==> src/rtl/fcmp_pkg.sv <==
package fcmp_pkg;
  localparam int INSTR_W   = 32;
  localparam int OPC_LSB   = 26;
  localparam int FMT_LSB   = 21;
  localparam int FMT_W     = 5;
  localparam int FN_W      = 6;
  localparam int SENSE_BIT = 16;

  localparam logic [5:0]       OPC_COP1   = 6'd17;
  localparam logic [FMT_W-1:0] FMT_SINGLE = 5'd0;
  localparam logic [FMT_W-1:0] FMT_DOUBLE = 5'd1;
  localparam logic [FMT_W-1:0] FMT_BRANCH = 5'd8;
  localparam logic [FN_W-1:0]  FN_EQ      = 6'd50;
  localparam logic [FN_W-1:0]  FN_LT      = 6'd60;
  localparam logic [FN_W-1:0]  FN_LE      = 6'd62;

  typedef enum logic [1:0] {
    REL_EQ = 2'd0,
    REL_LT = 2'd1,
    REL_LE = 2'd2
  } relSel_e;

  typedef struct packed {
    logic    cmpWrite;
    logic    branchEval;
    logic    branchOnTrue;
    logic    illegal;
    relSel_e relSel;
  } ctrlStrobes_t;
endpackage

==> src/rtl/fcmp_ctrl.sv <==
module fcmp_ctrl
  import fcmp_pkg::*;
(
  input  logic               instrValid,
  input  logic [INSTR_W-1:0] instrWord,
  output ctrlStrobes_t       ctrl
);
  logic [5:0]       opcode;
  logic [FMT_W-1:0] fmtField;
  logic [FN_W-1:0]  fnField;
  logic             isCop1;
  logic             isCmpFn;
  relSel_e          relSel;

  assign opcode   = instrWord[INSTR_W-1:OPC_LSB];
  assign fmtField = instrWord[FMT_LSB+FMT_W-1:FMT_LSB];
  assign fnField  = instrWord[FN_W-1:0];
  assign isCop1   = instrValid && (opcode == OPC_COP1);

  always_comb begin
    isCmpFn = 1'b1;
    relSel  = REL_EQ;
    unique case (fnField)
      FN_EQ:   relSel = REL_EQ;
      FN_LT:   relSel = REL_LT;
      FN_LE:   relSel = REL_LE;
      default: isCmpFn = 1'b0;
    endcase
  end

  always_comb begin
    ctrl.cmpWrite     = isCop1 && isCmpFn && (fmtField == FMT_SINGLE);
    ctrl.illegal      = isCop1 && isCmpFn && (fmtField == FMT_DOUBLE);
    ctrl.branchEval   = isCop1 && (fmtField == FMT_BRANCH);
    ctrl.branchOnTrue = instrWord[SENSE_BIT];
    ctrl.relSel       = relSel;
  end
endmodule

==> src/rtl/fcmp_relation.sv <==
module fcmp_relation
  import fcmp_pkg::*;
#(
  parameter int EXP_W = 8,
  parameter int MAN_W = 23
) (
  input  logic [EXP_W+MAN_W:0] opA,
  input  logic [EXP_W+MAN_W:0] opB,
  input  relSel_e              relSel,
  output logic                 relHolds
);
  localparam int FP_W  = 1 + EXP_W + MAN_W;
  localparam int MAG_W = FP_W - 1;

  logic             signA, signB;
  logic [MAG_W-1:0] magA, magB;
  logic             nanA, nanB, anyNan, bothZero;
  logic             eqRel, ltRel;

  assign signA = opA[FP_W-1];
  assign signB = opB[FP_W-1];
  assign magA  = opA[MAG_W-1:0];
  assign magB  = opB[MAG_W-1:0];
  assign nanA  = (&opA[MAG_W-1:MAN_W]) && (|opA[MAN_W-1:0]);
  assign nanB  = (&opB[MAG_W-1:MAN_W]) && (|opB[MAN_W-1:0]);
  assign anyNan   = nanA || nanB;
  assign bothZero = (magA == '0) && (magB == '0);

  always_comb begin
    eqRel = !anyNan && (bothZero || (opA == opB));
    if (anyNan || bothZero)   ltRel = 1'b0;
    else if (signA != signB)  ltRel = signA;
    else if (signA)           ltRel = magA > magB;
    else                      ltRel = magA < magB;
  end

  always_comb begin
    unique case (relSel)
      REL_LT:  relHolds = ltRel;
      REL_LE:  relHolds = ltRel || eqRel;
      default: relHolds = eqRel;
    endcase
  end
endmodule

==> src/rtl/fcmp_datapath.sv <==
module fcmp_datapath
  import fcmp_pkg::*;
#(
  parameter int EXP_W  = 8,
  parameter int MAN_W  = 23,
  parameter int OFF_W  = 16,
  parameter int ADDR_W = 32
) (
  input  logic                 clk,
  input  logic                 rstN,
  input  ctrlStrobes_t         ctrl,
  input  logic [EXP_W+MAN_W:0] opA,
  input  logic [EXP_W+MAN_W:0] opB,
  input  logic [OFF_W-1:0]     offsetField,
  output logic                 condFlag,
  output logic                 branchTaken,
  output logic [ADDR_W-1:0]    branchOffset
);
  localparam int EXT_W = ADDR_W - OFF_W;

  logic relHolds;

  fcmp_relation #(.EXP_W(EXP_W), .MAN_W(MAN_W)) u_rel (
    .opA     (opA),
    .opB     (opB),
    .relSel  (ctrl.relSel),
    .relHolds(relHolds)
  );

  always_ff @(posedge clk) begin
    if (!rstN)              condFlag <= 1'b0;
    else if (ctrl.cmpWrite) condFlag <= relHolds;
  end

  assign branchTaken  = ctrl.branchEval && (condFlag == ctrl.branchOnTrue);
  assign branchOffset = {{EXT_W{offsetField[OFF_W-1]}}, offsetField};
endmodule

==> src/rtl/fcmp_branch_unit.sv <==
module fcmp_branch_unit
  import fcmp_pkg::*;
#(
  parameter int EXP_W  = 8,
  parameter int MAN_W  = 23,
  parameter int OFF_W  = 16,
  parameter int ADDR_W = 32
) (
  input  logic                      clk,
  input  logic                      rstN,
  input  logic                      instrValid,
  input  logic [INSTR_W-1:0]        instrWord,
  input  logic [EXP_W+MAN_W:0]      opA,
  input  logic [EXP_W+MAN_W:0]      opB,
  output logic                      condFlag,
  output logic                      branchTaken,
  output logic                      illegalInstr,
  output logic [ADDR_W-1:0]         branchOffset
);
  localparam int FP_W = 1 + EXP_W + MAN_W;

  ctrlStrobes_t ctrl;

  fcmp_ctrl u_ctrl (
    .instrValid(instrValid),
    .instrWord (instrWord),
    .ctrl      (ctrl)
  );

  fcmp_datapath #(.EXP_W(EXP_W), .MAN_W(MAN_W), .OFF_W(OFF_W), .ADDR_W(ADDR_W)) u_dp (
    .clk         (clk),
    .rstN        (rstN),
    .ctrl        (ctrl),
    .opA         (opA),
    .opB         (opB),
    .offsetField (instrWord[OFF_W-1:0]),
    .condFlag    (condFlag),
    .branchTaken (branchTaken),
    .branchOffset(branchOffset)
  );

  assign illegalInstr = ctrl.illegal;
endmodule

==> config.mk <==
export PLATFORM = sky130hd
export DESIGN_NAME = fcmp_branch_unit
export DESIGN_NICKNAME = d
export VERILOG_FILES = /design/src/rtl/fcmp_pkg.sv /design/src/rtl/fcmp_ctrl.sv /design/src/rtl/fcmp_relation.sv /design/src/rtl/fcmp_datapath.sv /design/src/rtl/fcmp_branch_unit.sv
export SDC_FILE = /design/constraint.sdc
export NUM_CORES = 1
export LEC_CHECK = 0
export CAP_MARGIN = 20
export CORE_AREA = 2 2 75 77
export DETAILED_ROUTE_END_ITERATION = 10
export DIE_AREA = 0 0 77 79
export PLACE_DENSITY_LB_ADDON = 0.3
export SETUP_SLACK_MARGIN = 0.02
export SYNTH_ARGS = -nofsm -noshare
export SYNTH_HDL_FRONTEND = slang
export SYNTH_HIERARCHICAL = 1
export SYNTH_SLANG_ARGS = --single-unit
==> constraint.sdc <==
create_clock -name clk -period 5.4 [get_ports clk]
set_input_delay 0.81 -clock clk [delete_from_list [all_inputs] [get_ports clk]]
set_output_delay 0.81 -clock clk [all_outputs]
set_load 0.01 [all_outputs]
==> metrics.txt <==
DRT Pass-1 Iters=4; Initial Util=0.288; Hold WC Path Type=reg -> reg; most used cell, CP=a211oi_1; Max Clk Rate=289 MHz; storage element area=around 20 sq um; synthesis-stage register bit count=1; Mapped Area=1540 sq um; Top FF cell, synth=dfxtp_1; Worst-Skew Late Latency=0 ns; max incr delay on CP=0.52 ns; net switching power=0.0551 mW; LEAKAGE=a little under 1 nW; CP Cell Sequence=clkdlybuf4s50_1 -> inv_1 -> ha_1 -> nand4_1 -> and4bb_2 -> a211oi_1 -> o2bb2ai_1 -> a311o_1 -> a211oi_1 -> o211ai_1 -> mux2i_1 -> nor2b_1; Setup TNS=0 ns; max_cap viols=0; gpl congestion=0.839; Mapped Avg Cell Area=between 7 and 8 sq um; first-pass GRT wire length=6720 um; min Tclk post-route=3.46 ns; full die area=6080 sq um; Max VDD drop=approximately 0.026 mV; post-layout instance area=roughly 2300 sq um; Async SR Flop Fraction=0; HPWL Detailed=3860 um; filler instances=557; Post-synth EDFFs=0; remaining antenna violation count=0; iteration-0 DRC count of the detailed router=32; final wirelength=4130 um; nets@finish=407; post-CTS sizing=0; vias in the first global route=between 1500 and 2000; total core area=5340 sq um; Hold Buf Count CTS=0; GRT overflow=0; via count=1645; WL per Instance=12.0 um; Clock Power Share=0; dpl cells=approximately 350; DR DRC count=0; crit end category=register; Post-synth top cells=inv_1, buf_4, ha_1; Largest regs=u_dp/condFlag x1; Post-Synthesis Cells=between 200 and 250; standard-cell row count=27; final-report hold violation count=0; Post-Layout Cell Count=345; P&R area growth vs syn=50.3%; Synth area leader=ha_1; max reg flops=1; worst rel slew slack=0.756; unrepaired setup endpoints after global routing=false; Setup Skew=0 ns; share of the synthesized area in the top cell type=0.269; Ports=134; initial antenna violation count=0; share of layout cells above drive strength 1=0.0293; post-layout power=0.149 mW; required time of the critical path=approximately 5.3 ns; sequential area share after synthesis=0.0130; DP Area=~2300 sq um; switch share=0.370; post-synth cell types=37; crit path DAT=around 3.3 ns; share of power burned in registers=0.051; Max Transition Viols Final=0; Syn Nets=345; cell with the most instances after synthesis=inv_1; area occupied by multi-input gates=1140 sq um; Crit-path slowest cell=clkdlybuf4s50_1; crit path buf inv count=2; via density per instance=~4.8; port buffer count=just over 90; clock slew at reported path FFs=0 ns; Die Wd=77 um; Logic pwr share=0.949; internal power=0.0939 mW; ANT cells=0; WHS=0.542 ns; Final setup viols=0; Reg with most FFs=u_dp/condFlag; yosys warns=6; crit path kind=in -> reg; Critical Path Start Type=input pin; outcome=complete, no violations; largest net degree at the start of global routing=18; Die Y=79 um; worst-path fanout max=5; Tcrit/Tclk final=0.640; Crit path max-delay family=compound AO/OA/AOI/OAI gates; Setup Buffers After CTS=0; GR Util All Layers=0.128; synth top area cells=ha_1, buf_4, inv_1, nor4_1, nand4_1; pwr/cell area=64.5 nW/um^2; Slew @ Worst Pin=0.366 ns
[through the flow]
stage / utilization / setup slack (ns)
6_report: 0.433 / 1.94
5_1_grt: 0.433 / 1.68
4_1_cts: 0.433 / 1.95
3_5_place_dp: 0.433 / 1.94
3_3_place_gp: 0.433 / 1.93
2_1_floorplan: - / 2.65
[per-layer routing]
metal / global-route usage / wire length [um]
met4: 0.0107 / 30
met5: 0 / 0
met2: 0.254 / 2150
met1: 0.151 / 1700
met3: 0.0148 / 239
[cells by family (layout without fill, tap and decap cells)]
kind of cell	after synthesis	in the layout	share of synthesized area
simple gates	79	79	0.325
mux	1	1	0.00651
compound gates	29	29	0.129
buf+inv	68	128	0.247
fa+ha+maj	33	33	0.269
xor+xnor	2	2	0.0114
flops	1	1	0.0130
[power by group through the flow]
stage / Clock, mW / Combinational, mW / Sequential (mW)
global route: 0 / 0.157 / 0.00754
global placement: 0 / 0.140 / 0.00754
detailed placement: 0 / 0.142 / 0.00754
floorplan: 0 / 0.0765 / 0.00754
finish: 0 / 0.141 / 0.00754
CTS: 0 / 0.142 / 0.00754
[cells in the final DEF, fill, tap and decap left out, drive strengths merged, types with 5 or more instances in the layout]
cell and count:
ha 33, nor2 12, a21oi 11, nor4 15, clkdlybuf4s50 93, nor3 5, nand4 13, nand2 11
inv 35
[worst paths after layout]
| kind | start | endpoint | slack, ns | cells past startpoint |
|---|---|---|---|---|
| setup / recovery | opB[26] | u_dp/condFlag | 1.94 | 12 |
| hold / removal | u_dp/condFlag | u_dp/condFlag | 0.54 | 2 |
| setup reg to reg | u_dp/condFlag | u_dp/condFlag | 4.80 | 2 |
| hold reg to reg | u_dp/condFlag | u_dp/condFlag | 0.54 | 2 |
[cell type report]
cell class | count | area share
inverters | 35 | 0.0568
repair buffers | 93 | 0.403
well taps | 72 | 0.0390
multi-input cells | 144 | 0.493
flip-flops and latches | 1 | 0.00866
[worst register-to-register path: stages, from the launching register on]
cell     delay (ns)
dfxtp_1        0.31
mux2i_1        0.12
nor2b_1        0.05
(Power assumes the default switching activity.)
